===== src/rtl/cis_pkg.sv =====
package cis_pkg;
  localparam int NSTEP  = 4;
  localparam int DEPTHS = 5;

  typedef logic [NSTEP-1:0] step_vec_t;

  typedef enum logic [2:0] {
    S_RUN, S_ENTER, S_EWAIT, S_IDLE, S_XPICK, S_XWAIT
  } seq_st_t;

  // step order: bit0 flush, bit1 save, bit2 clock gate, bit3 rail off
  function automatic step_vec_t depth_mask(input logic [2:0] code);
    case (code)
      3'd0:    depth_mask = 4'b0100;
      3'd1:    depth_mask = 4'b0101;
      default: depth_mask = 4'b1111;
    endcase
  endfunction

  function automatic logic [1:0] lsb_idx(input step_vec_t v);
    lsb_idx = '0;
    for (int i = NSTEP - 1; i >= 0; i--)
      if (v[i]) lsb_idx = 2'(i);
  endfunction

  function automatic logic [1:0] msb_idx(input step_vec_t v);
    msb_idx = '0;
    for (int i = 0; i < NSTEP; i++)
      if (v[i]) msb_idx = 2'(i);
  endfunction
endpackage


===== src/rtl/cis_decode.sv =====
module cis_decode
  import cis_pkg::*;
#(
  parameter int C1_SUBS  = 2,
  parameter int HALT_SUB = 1
) (
  input  logic       halt,
  input  logic [7:0] hint,
  output logic [2:0] depth,
  output logic [3:0] sub,
  output step_vec_t  mask
);
  localparam logic [3:0] C1_MAX   = 4'(C1_SUBS - 1);
  localparam logic [3:0] DEEPEST  = 4'(DEPTHS - 1);

  logic [3:0] dreq, sreq, smax;

  always_comb begin
    dreq = hint[7:4];
    sreq = hint[3:0];
    smax = (dreq == 4'd0) ? C1_MAX : 4'd0;
    if (halt) begin
      depth = 3'd0;
      sub   = 4'(HALT_SUB);
    end else if (dreq > DEEPEST) begin
      depth = DEEPEST[2:0];
      sub   = 4'd0;
    end else begin
      depth = dreq[2:0];
      sub   = (sreq > smax) ? smax : sreq;
    end
    mask = depth_mask(depth);
  end
endmodule


===== src/rtl/cis_timer.sv =====
module cis_timer #(
  parameter int TW = 8
) (
  input  logic          clk,
  input  logic          rst_n,
  input  logic          run,
  input  logic [TW-1:0] limit,
  output logic          expired
);
  logic [TW-1:0] cnt;

  always_ff @(posedge clk or negedge rst_n) begin
    if (!rst_n)            cnt <= '0;
    else if (!run)         cnt <= '0;
    else if (cnt != '1)    cnt <= cnt + 1'b1;
  end

  assign expired = run && (cnt >= limit);
endmodule


===== src/rtl/core_idle_seq.sv =====
module core_idle_seq
  import cis_pkg::*;
#(
  parameter int TW       = 8,
  parameter int C1_SUBS  = 2,
  parameter int HALT_SUB = 1
) (
  input  logic          clk,
  input  logic          rst_n,
  input  logic          halt_req,
  input  logic          mwait_req,
  input  logic [7:0]    mwait_hint,
  input  logic          wake_irq,
  input  logic          mon_write,
  input  logic [TW-1:0] tmo_limit,
  output logic          flush_req,
  input  logic          flush_ack,
  output logic          save_req,
  input  logic          save_ack,
  output logic          gate_req,
  input  logic          gate_ack,
  output logic          rail_off_req,
  input  logic          rail_off_ack,
  output logic [3:0]    idle_depth,
  output logic [3:0]    idle_sub,
  output logic          step_timeout
);
  seq_st_t    st;
  step_vec_t  req, ack, mask_q, pending, d_mask;
  logic [1:0] cur;
  logic [2:0] dq, d_depth;
  logic [3:0] sq, d_sub;
  logic       by_mw, err, wake, expired, waiting;

  cis_decode #(.C1_SUBS(C1_SUBS), .HALT_SUB(HALT_SUB)) u_dec (
    .halt(halt_req), .hint(mwait_hint),
    .depth(d_depth), .sub(d_sub), .mask(d_mask)
  );

  assign waiting = (st == S_EWAIT) || (st == S_XWAIT);

  cis_timer #(.TW(TW)) u_tmr (
    .clk(clk), .rst_n(rst_n), .run(waiting),
    .limit(tmo_limit), .expired(expired)
  );

  assign ack     = {rail_off_ack, gate_ack, save_ack, flush_ack};
  assign wake    = wake_irq | (mon_write & by_mw);
  assign pending = mask_q & ~req;

  always_ff @(posedge clk or negedge rst_n) begin
    if (!rst_n) begin
      st     <= S_RUN;
      req    <= '0;
      cur    <= '0;
      dq     <= '0;
      sq     <= '0;
      mask_q <= '0;
      by_mw  <= 1'b0;
      err    <= 1'b0;
    end else begin
      case (st)
        S_RUN: if ((halt_req || mwait_req) && !wake_irq) begin
          dq     <= d_depth;
          sq     <= d_sub;
          mask_q <= d_mask;
          by_mw  <= !halt_req;
          err    <= 1'b0;
          st     <= S_ENTER;
        end
        S_ENTER: begin
          if (wake)                 st <= S_XPICK;
          else if (pending == '0)   st <= S_IDLE;
          else begin
            cur                   <= lsb_idx(pending);
            req[lsb_idx(pending)] <= 1'b1;
            st                    <= S_EWAIT;
          end
        end
        S_EWAIT: begin
          if (wake)          st <= S_XPICK;
          else if (ack[cur]) st <= S_ENTER;
          else if (expired) begin
            err <= 1'b1;
            st  <= S_ENTER;
          end
        end
        S_IDLE: if (wake) st <= S_XPICK;
        S_XPICK: begin
          if (req == '0) st <= S_RUN;
          else begin
            cur               <= msb_idx(req);
            req[msb_idx(req)] <= 1'b0;
            st                <= S_XWAIT;
          end
        end
        S_XWAIT: begin
          if (!ack[cur]) st <= S_XPICK;
          else if (expired) begin
            err <= 1'b1;
            st  <= S_XPICK;
          end
        end
        default: st <= S_RUN;
      endcase
    end
  end

  assign flush_req    = req[0];
  assign save_req     = req[1];
  assign gate_req     = req[2];
  assign rail_off_req = req[3];
  assign idle_depth   = (st == S_IDLE) ? (4'(dq) + 4'd1) : 4'd0;
  assign idle_sub     = (st == S_IDLE) ? sq : 4'd0;
  assign step_timeout = err;
endmodule


===== config.mk =====
export PLATFORM = sky130hd
export DESIGN_NAME = core_idle_seq
export DESIGN_NICKNAME = d
export VERILOG_FILES = /design/src/rtl/cis_pkg.sv /design/src/rtl/cis_decode.sv /design/src/rtl/cis_timer.sv /design/src/rtl/core_idle_seq.sv
export SDC_FILE = /design/constraint.sdc
export NUM_CORES = 1
export LEC_CHECK = 0
export CAP_MARGIN = 20
export CORE_MARGIN = 4
export CORE_UTILIZATION = 45
export DETAILED_ROUTE_END_ITERATION = 10
export GPL_ROUTABILITY_DRIVEN = 0
export PLACE_DENSITY = 0.72
export SYNTH_ARGS = -nofsm -noshare
export SYNTH_HDL_FRONTEND = slang
export SYNTH_SLANG_ARGS = --single-unit

===== constraint.sdc =====
create_clock -name clk -period 2.95 [get_ports clk]
set_clock_uncertainty 0.15 [all_clocks]
set_input_delay 0.59 -clock clk [delete_from_list [all_inputs] [get_ports clk]]
set_output_delay 0.59 -clock clk [all_outputs]
set_load 0.03 [all_outputs]

Word-level counts from Yosys, hierarchy flattened
Index checks and enable logic that the tools add are counted.

Bits in registers: 30. Latch bits: 0. Bits in writable memories: 0. Bits in read-only memories: 0. Input port bits: 26. Memories kept: 0.

Add/sub/neg operators: 2. $mul: 0. Divide/modulo/power cells: 0. Order comparisons: 8. Equal/unequal tests: 18. Shifts and indexed selects: 0. Multiplexer cells: 51. Bitwise logic cells: 7. Reductions and logical operators: 19.

Operators with widths (number): 3-bit 2-to-1 mux (11); 4-bit 2-to-1 mux (8); 2-bit 2-to-1 mux (11); 3-bit one-hot mux with 6 select lines (1); 8-bit 2-to-1 mux (2); 2-bit != test (second input constant) (8); 4-bit one-hot mux with 2 select lines (2); 4-bit logical NOT (3); 1-bit 2-to-1 mux (11); 2-bit by 3-bit less-than comparator with 1-bit output (second input constant) (3); 8-bit by 1-bit adder with 8-bit output (second input constant) (1); 4-bit AND (2); 8-bit >= comparator (1); 8-bit != test (second input constant) (1); 4-bit NOT (2); 4-bit AND reduction (2); 3-bit by 1-bit == test with 1-bit output (second input constant) (2); 3-bit by 2-bit == test with 1-bit output (second input constant) (2); 3-bit == test (second input constant) (2); 3-bit logical NOT (2); 5-bit AND reduction (1); 3-bit by 1-bit adder with 4-bit output (second input constant) (1); 1-bit demux with 2-bit select (2); 2-bit by 1-bit >= comparator with 1-bit output (second input constant) (2); other kinds (17) (22).

Longest topological paths before layout
Depth after elaboration: 17. Gate-level depth with buffers: 7. Depth with buffers taken out: 7.

Modules after synthesis
Synthesis repeated with hierarchy kept, for this count alone.

Cells, all modules: 213. Area, all modules: 2013.2 um^2.

Modules (own cells, without submodules): core_idle_seq (times used 1, cells each 120, area each 1281.2 um^2, sequential area each 550.5 um^2); cis_timer (times used 1, cells each 69, area each 591.8 um^2, sequential area each 200.2 um^2); cis_decode (times used 1, cells each 24, area each 140.1 um^2, sequential area each 0.0 um^2).

Worst setup path after synthesis
Ideal clock, no wire load.

Path kind: input to register. Start point: in tmo_limit[0]. End point: reg st[2]. Arrival: 2117 ps. Slack: 557 ps. Cell stages on the path: 6. Buffers on the path: 0. Cells stage by stage: ha_1 > or2b_2 > a2111o_1 > a221oi_4 > nor2b_1 > o32a_1.

Longest elaborated chain between the ends: 4.

Ends and longest elaborated chain: from (decl) (RTL line core_idle_seq.sv:15) `input logic [TW-1:0] tmo_limit,`; 8-bit >= comparator * (RTL line cis_timer.sv:18) `assign expired = run && (cnt >= limit);`; 1-bit logical AND * (RTL line cis_timer.sv:18); 4-bit by 3-bit != test with 1-bit output (no source line) / 3-bit != test (equally long branches); 4-bit AND reduction (no source line) *; to (signal assigned) (RTL line core_idle_seq.sv:53) `st <= S_RUN;`; to (signal assigned) (RTL line core_idle_seq.sv:69) `st <= S_ENTER;`; to (signal assigned) (RTL line core_idle_seq.sv:72) `if (wake) st <= S_XPICK;`; to (decl) (RTL line core_idle_seq.sv:28) `seq_st_t st;`.

Every way passes the cells marked *; elsewhere a longest branch is shown, timed or not. A chain may end at the register's enable or synchronous reset.

Worst setup path in the final report
Start point: reg st[1]. End point: out idle_depth[3].

Longest elaborated chain between the ends: 2.

Ends and longest elaborated chain: 3-bit by 2-bit == test with 1-bit output (RTL line core_idle_seq.sv:113) `assign idle_depth = (st == S_IDLE) ? (4'(dq) + 4'd1) : 4'd0;`; 4-bit 2-to-1 mux (RTL line core_idle_seq.sv:113); to (decl) (RTL line core_idle_seq.sv:24) `output logic [3:0] idle_depth,`.

No other way between the ends.

==> metrics.md <==
| Metric | Value |
|---|---|
| Number of maximum-capacitance constraint violations | `0` |
| Area of the die | `5211 um2` |
| CTS tree | `yes` |
| Share of flip-flops with an asynchronous set or reset after synthesis | `1.000` |
| Startpoint types | `flop` |
| Most common flop cell mapped by yosys | `dfrtp_1` |
| Total power | `0.001754 W` |
| Antenna viol nets, final | `0` |
| Number of resized instances in the post-cts repair step | `0` |
| Slowest cell on crit path | `clkdlybuf4s50_1` |
| Worst VDD drop | `0.0003933 V` |
| Number of buffers added to fix hold violations after cts | `0` |
| Clock transition at the registers of the reported paths | `0.07 ns` |
| Boundary pin count | `39` |
| Proportion of power drawn by the clock network | `0.186` |
| Critical path buffer and inverter count | `1` |
| Unrepaired setup endpoints after global routing | `false` |
| Count of pins over their slew limit | `0` |
| Status | `finished clean` |
| Most area-consuming cells after synthesis | `dfrtp_1, ha_1, nand2_1` |
| Syn_area_per_cell | `8.872 um2` |
| Kind of critical path | `flop to output pin` |
| Post-Layout Inst Area | `2417 um2` |
| Number of remaining DRC errors | `0` |
| Vias in the first global route | `1480` |
| Cell chain of the critical path | `nand2_1, nor2_1, and4_1, clkdlybuf4s50_1` |
| Die W | `72.19 um` |
| Leakage power total | `1.091 nW` |
| Biggest area consumer among synthesized cells | `dfrtp_1` |
| Number of buffers between clock root and the deepest sink | `2` |
| Core region area | `4000 um2` |
| Number of nets in the final layout | `293` |
| Max incr delay on CP | `0.67 ns` |
| Global-route wire length before repair | `6603 um` |
| Synthesized netlist cell count | `209` |
| Routed length per instance | `12.80 um` |
| TritonCTS buffer count | `5` |
| Arrival time worst endpoint | `1.99 ns` |
| Peak fanout along the critical path | `6` |
| Average vias per placed instance | `5.333` |
| Floorplan die height | `72.19 um` |
| Number of placement rows | `23` |
| Net Switching | `0.0006906 W` |
| Worst Tran Pin Value | `0.5781 ns` |
| Number of diodes | `0` |
| Crit share post-route | `0.9266` |
| Comb pwr share | `0.473` |
| HPWL reported at the end of detailed placement | `3029 um` |
| Class of the tightest hold or removal check | `flop to flop` |
| Source of the worst register-to-register timing path | `u_tmr.cnt[0]$_DFFE_PN0P_` |
| Routed wire length | `3916 um` |
| Sum of negative setup slack | `0 ns` |
| Cell variety after synth | `45` |
| Relative contribution of sequential cells to total power | `0.340` |
| Count of final hold-check violations | `0` |
| Mapped Nets | `246` |
| Required @ worst endpoint | `2.21 ns` |
| Post-place instance area | `2331 um2` |
| Layout cells sized above 1 | `0.08594` |
| Endpoint type of the worst setup path | `output pin` |
| Internal power component | `0.001064 W` |
| Number of fill cells | `369` |
| Power per standard cell area | `725.7 nW/um2` |
| Total clock sinks | `29` |
| Synth top area share | `0.3914` |
| Leading post-synthesis cells by instance count | `dfrtp_1, nand2_1, nor2_1` |
| Syn. warnings | `0` |
| Pre-antenna DRT Iters | `4` |
| Worst min-delay path startpoint | `sq[3]$_DFFE_PN0P_` |
| Clock insertion delay at the later pin of the skew report | `0.28 ns` |
| Number of buffers inserted by post-CTS setup repair | `0` |
| Root buffer selected by CTS | `clkbuf_8` |
| Most frequent cell after synthesis | `dfrtp_1` |
| Global-route usage over all layers | `0.1613` |
| Final design utilization | `0.6043` |
| Crit-path leading delay family | `buffers and inverters` |
| Initial antenna violation count | `0` |
| Min Clock Period, post-route | `2.733 ns` |
| Number of flops mapped to enable cells by yosys | `0` |
| Headroom to the max-slew limit | `0.6146` |
| GRT Residual Overflow | `0` |
| Worst R2R Setup Slack | `0.58 ns` |
| Effective utilization at floorplan | `0.4636` |
| Post-synth design cell area | `1854 um2` |
| Highest attainable clock frequency | `0.3658 GHz` |
| Endpoints failing setup | `0` |
| Layout-stage area growth over the synthesis result | `30.36%` |
| Launch point of the critical path | `st[1]$_DFFE_PN0P_` |
| Part of the Yosys area used for sequential elements | `0.3914` |
| Total number of H-tree levels | `2` |
| Maximum number of pins on one net before global-route repair | `30` |
| Proportion of total power due to net switching | `0.3937` |
| Worst Hold Slack | `0.3325 ns` |
| DRT iter0 DRCs | `79` |
| Count of state elements after synthesis | `29` |
| Total vias in the final route | `1632` |
| Number of I/O port buffers | `38` |
[kinds of logic (layout without fill, tap and decap cells)]
kind of cell             count (synthesis)  count (layout)  synth area share
AO/OA/AOI/OAI                           49              49            0.1768
multiplexers                             5               5           0.03441
adder cells (fa/ha/maj)                 11              11           0.07422
flip-flops                              29              29            0.3914
buffers and inverters                   19              66           0.03846
AND/OR/NAND/NOR                         90              90            0.2564
XOR/XNOR                                 6               6           0.02834
[stage by stage]
| step | setup WS, ns | cells |
|---|---|---|
| global route | 0.07878 | 306 |
| finish | 0.2165 | 306 |
| floorplan | 0.5571 | 209 |
| global placement | 0.09012 | 299 |
| detailed placement | 0.02554 | 299 |
| CTS | 0.1912 | 306 |
[routing by layer]
metal	GRT usage	up-vias	wire, um
li1	-	832	-
met1	0.2096	755	1822
met2	0.2508	39	1774
met3	0.04986	6	249
met5	0	-	0
met4	0.06263	0	70
[power groups by stage]
| stage | sequential (W) | combinational [W] | clock (W) |
|---|---|---|---|
| final | 0.000597 | 0.000830 | 0.000327 |
| after global routing | 0.000614 | 0.000930 | 0.000359 |
| after detailed placement | 0.000606 | 0.000830 | 0 |
| after floorplan | 0.000625 | 0.000548 | 0 |
| after global placement | 0.000604 | 0.000817 | 0 |
| after CTS | 0.000599 | 0.000832 | 0.000335 |
[registers in the layout, indices dropped and copies added (netlist names), 2 cells and up]
name       cells
u_tmr.cnt      8
req            4
sq             4
dq             3
mask_q         3
st             3
cur            2
[final timing paths]
kind | endpoint | cells past startpoint
setup / recovery | idle_depth[3] | 4
hold / removal | sq[3]$_DFFE_PN0P_ | 1
setup reg to reg | st[2]$_DFFE_PN0P_ | 7
hold reg to reg | sq[3]$_DFFE_PN0P_ | 1
max in group asynchronous | sq[2]$_DFFE_PN0P_ | 2
min in group asynchronous | st[1]$_DFFE_PN0P_ | 2
[cells in the final DEF (no fill, tap or decap), types with 2 or more instances in the layout]
cell type,instances
and2_1,10
a21oi_1,15
xnor2_1,2
nand3_1,2
buf_4,7
nor2b_1,3
inv_1,14
and3_1,2
a21o_1,2
nand2b_1,4
nor4_1,2
nand2_1,22
nor3_1,7
a2bb2oi_1,2
clkbuf_8,6
o31ai_1,5
nor2_1,20
a31oi_1,4
clkdlybuf4s50_1,38
xor2_1,4
dfrtp_1,29
or4_1,2
nand4_1,4
or2b_2,2
mux2i_1,3
ha_1,11
o21ai_0,11
nor3b_1,3
[cell type report]
cell class,instances,area (um2),area share
inverters,14,52.55,0.02174
well taps,50,62.56,0.02588
multi-input cells,161,1057,0.4374
repair buffers,45,432.9,0.1791
clock buffers,7,86.33,0.03571
flip-flops and latches,29,725.7,0.3002
Note: power is estimated with default switching activity, not from simulation.
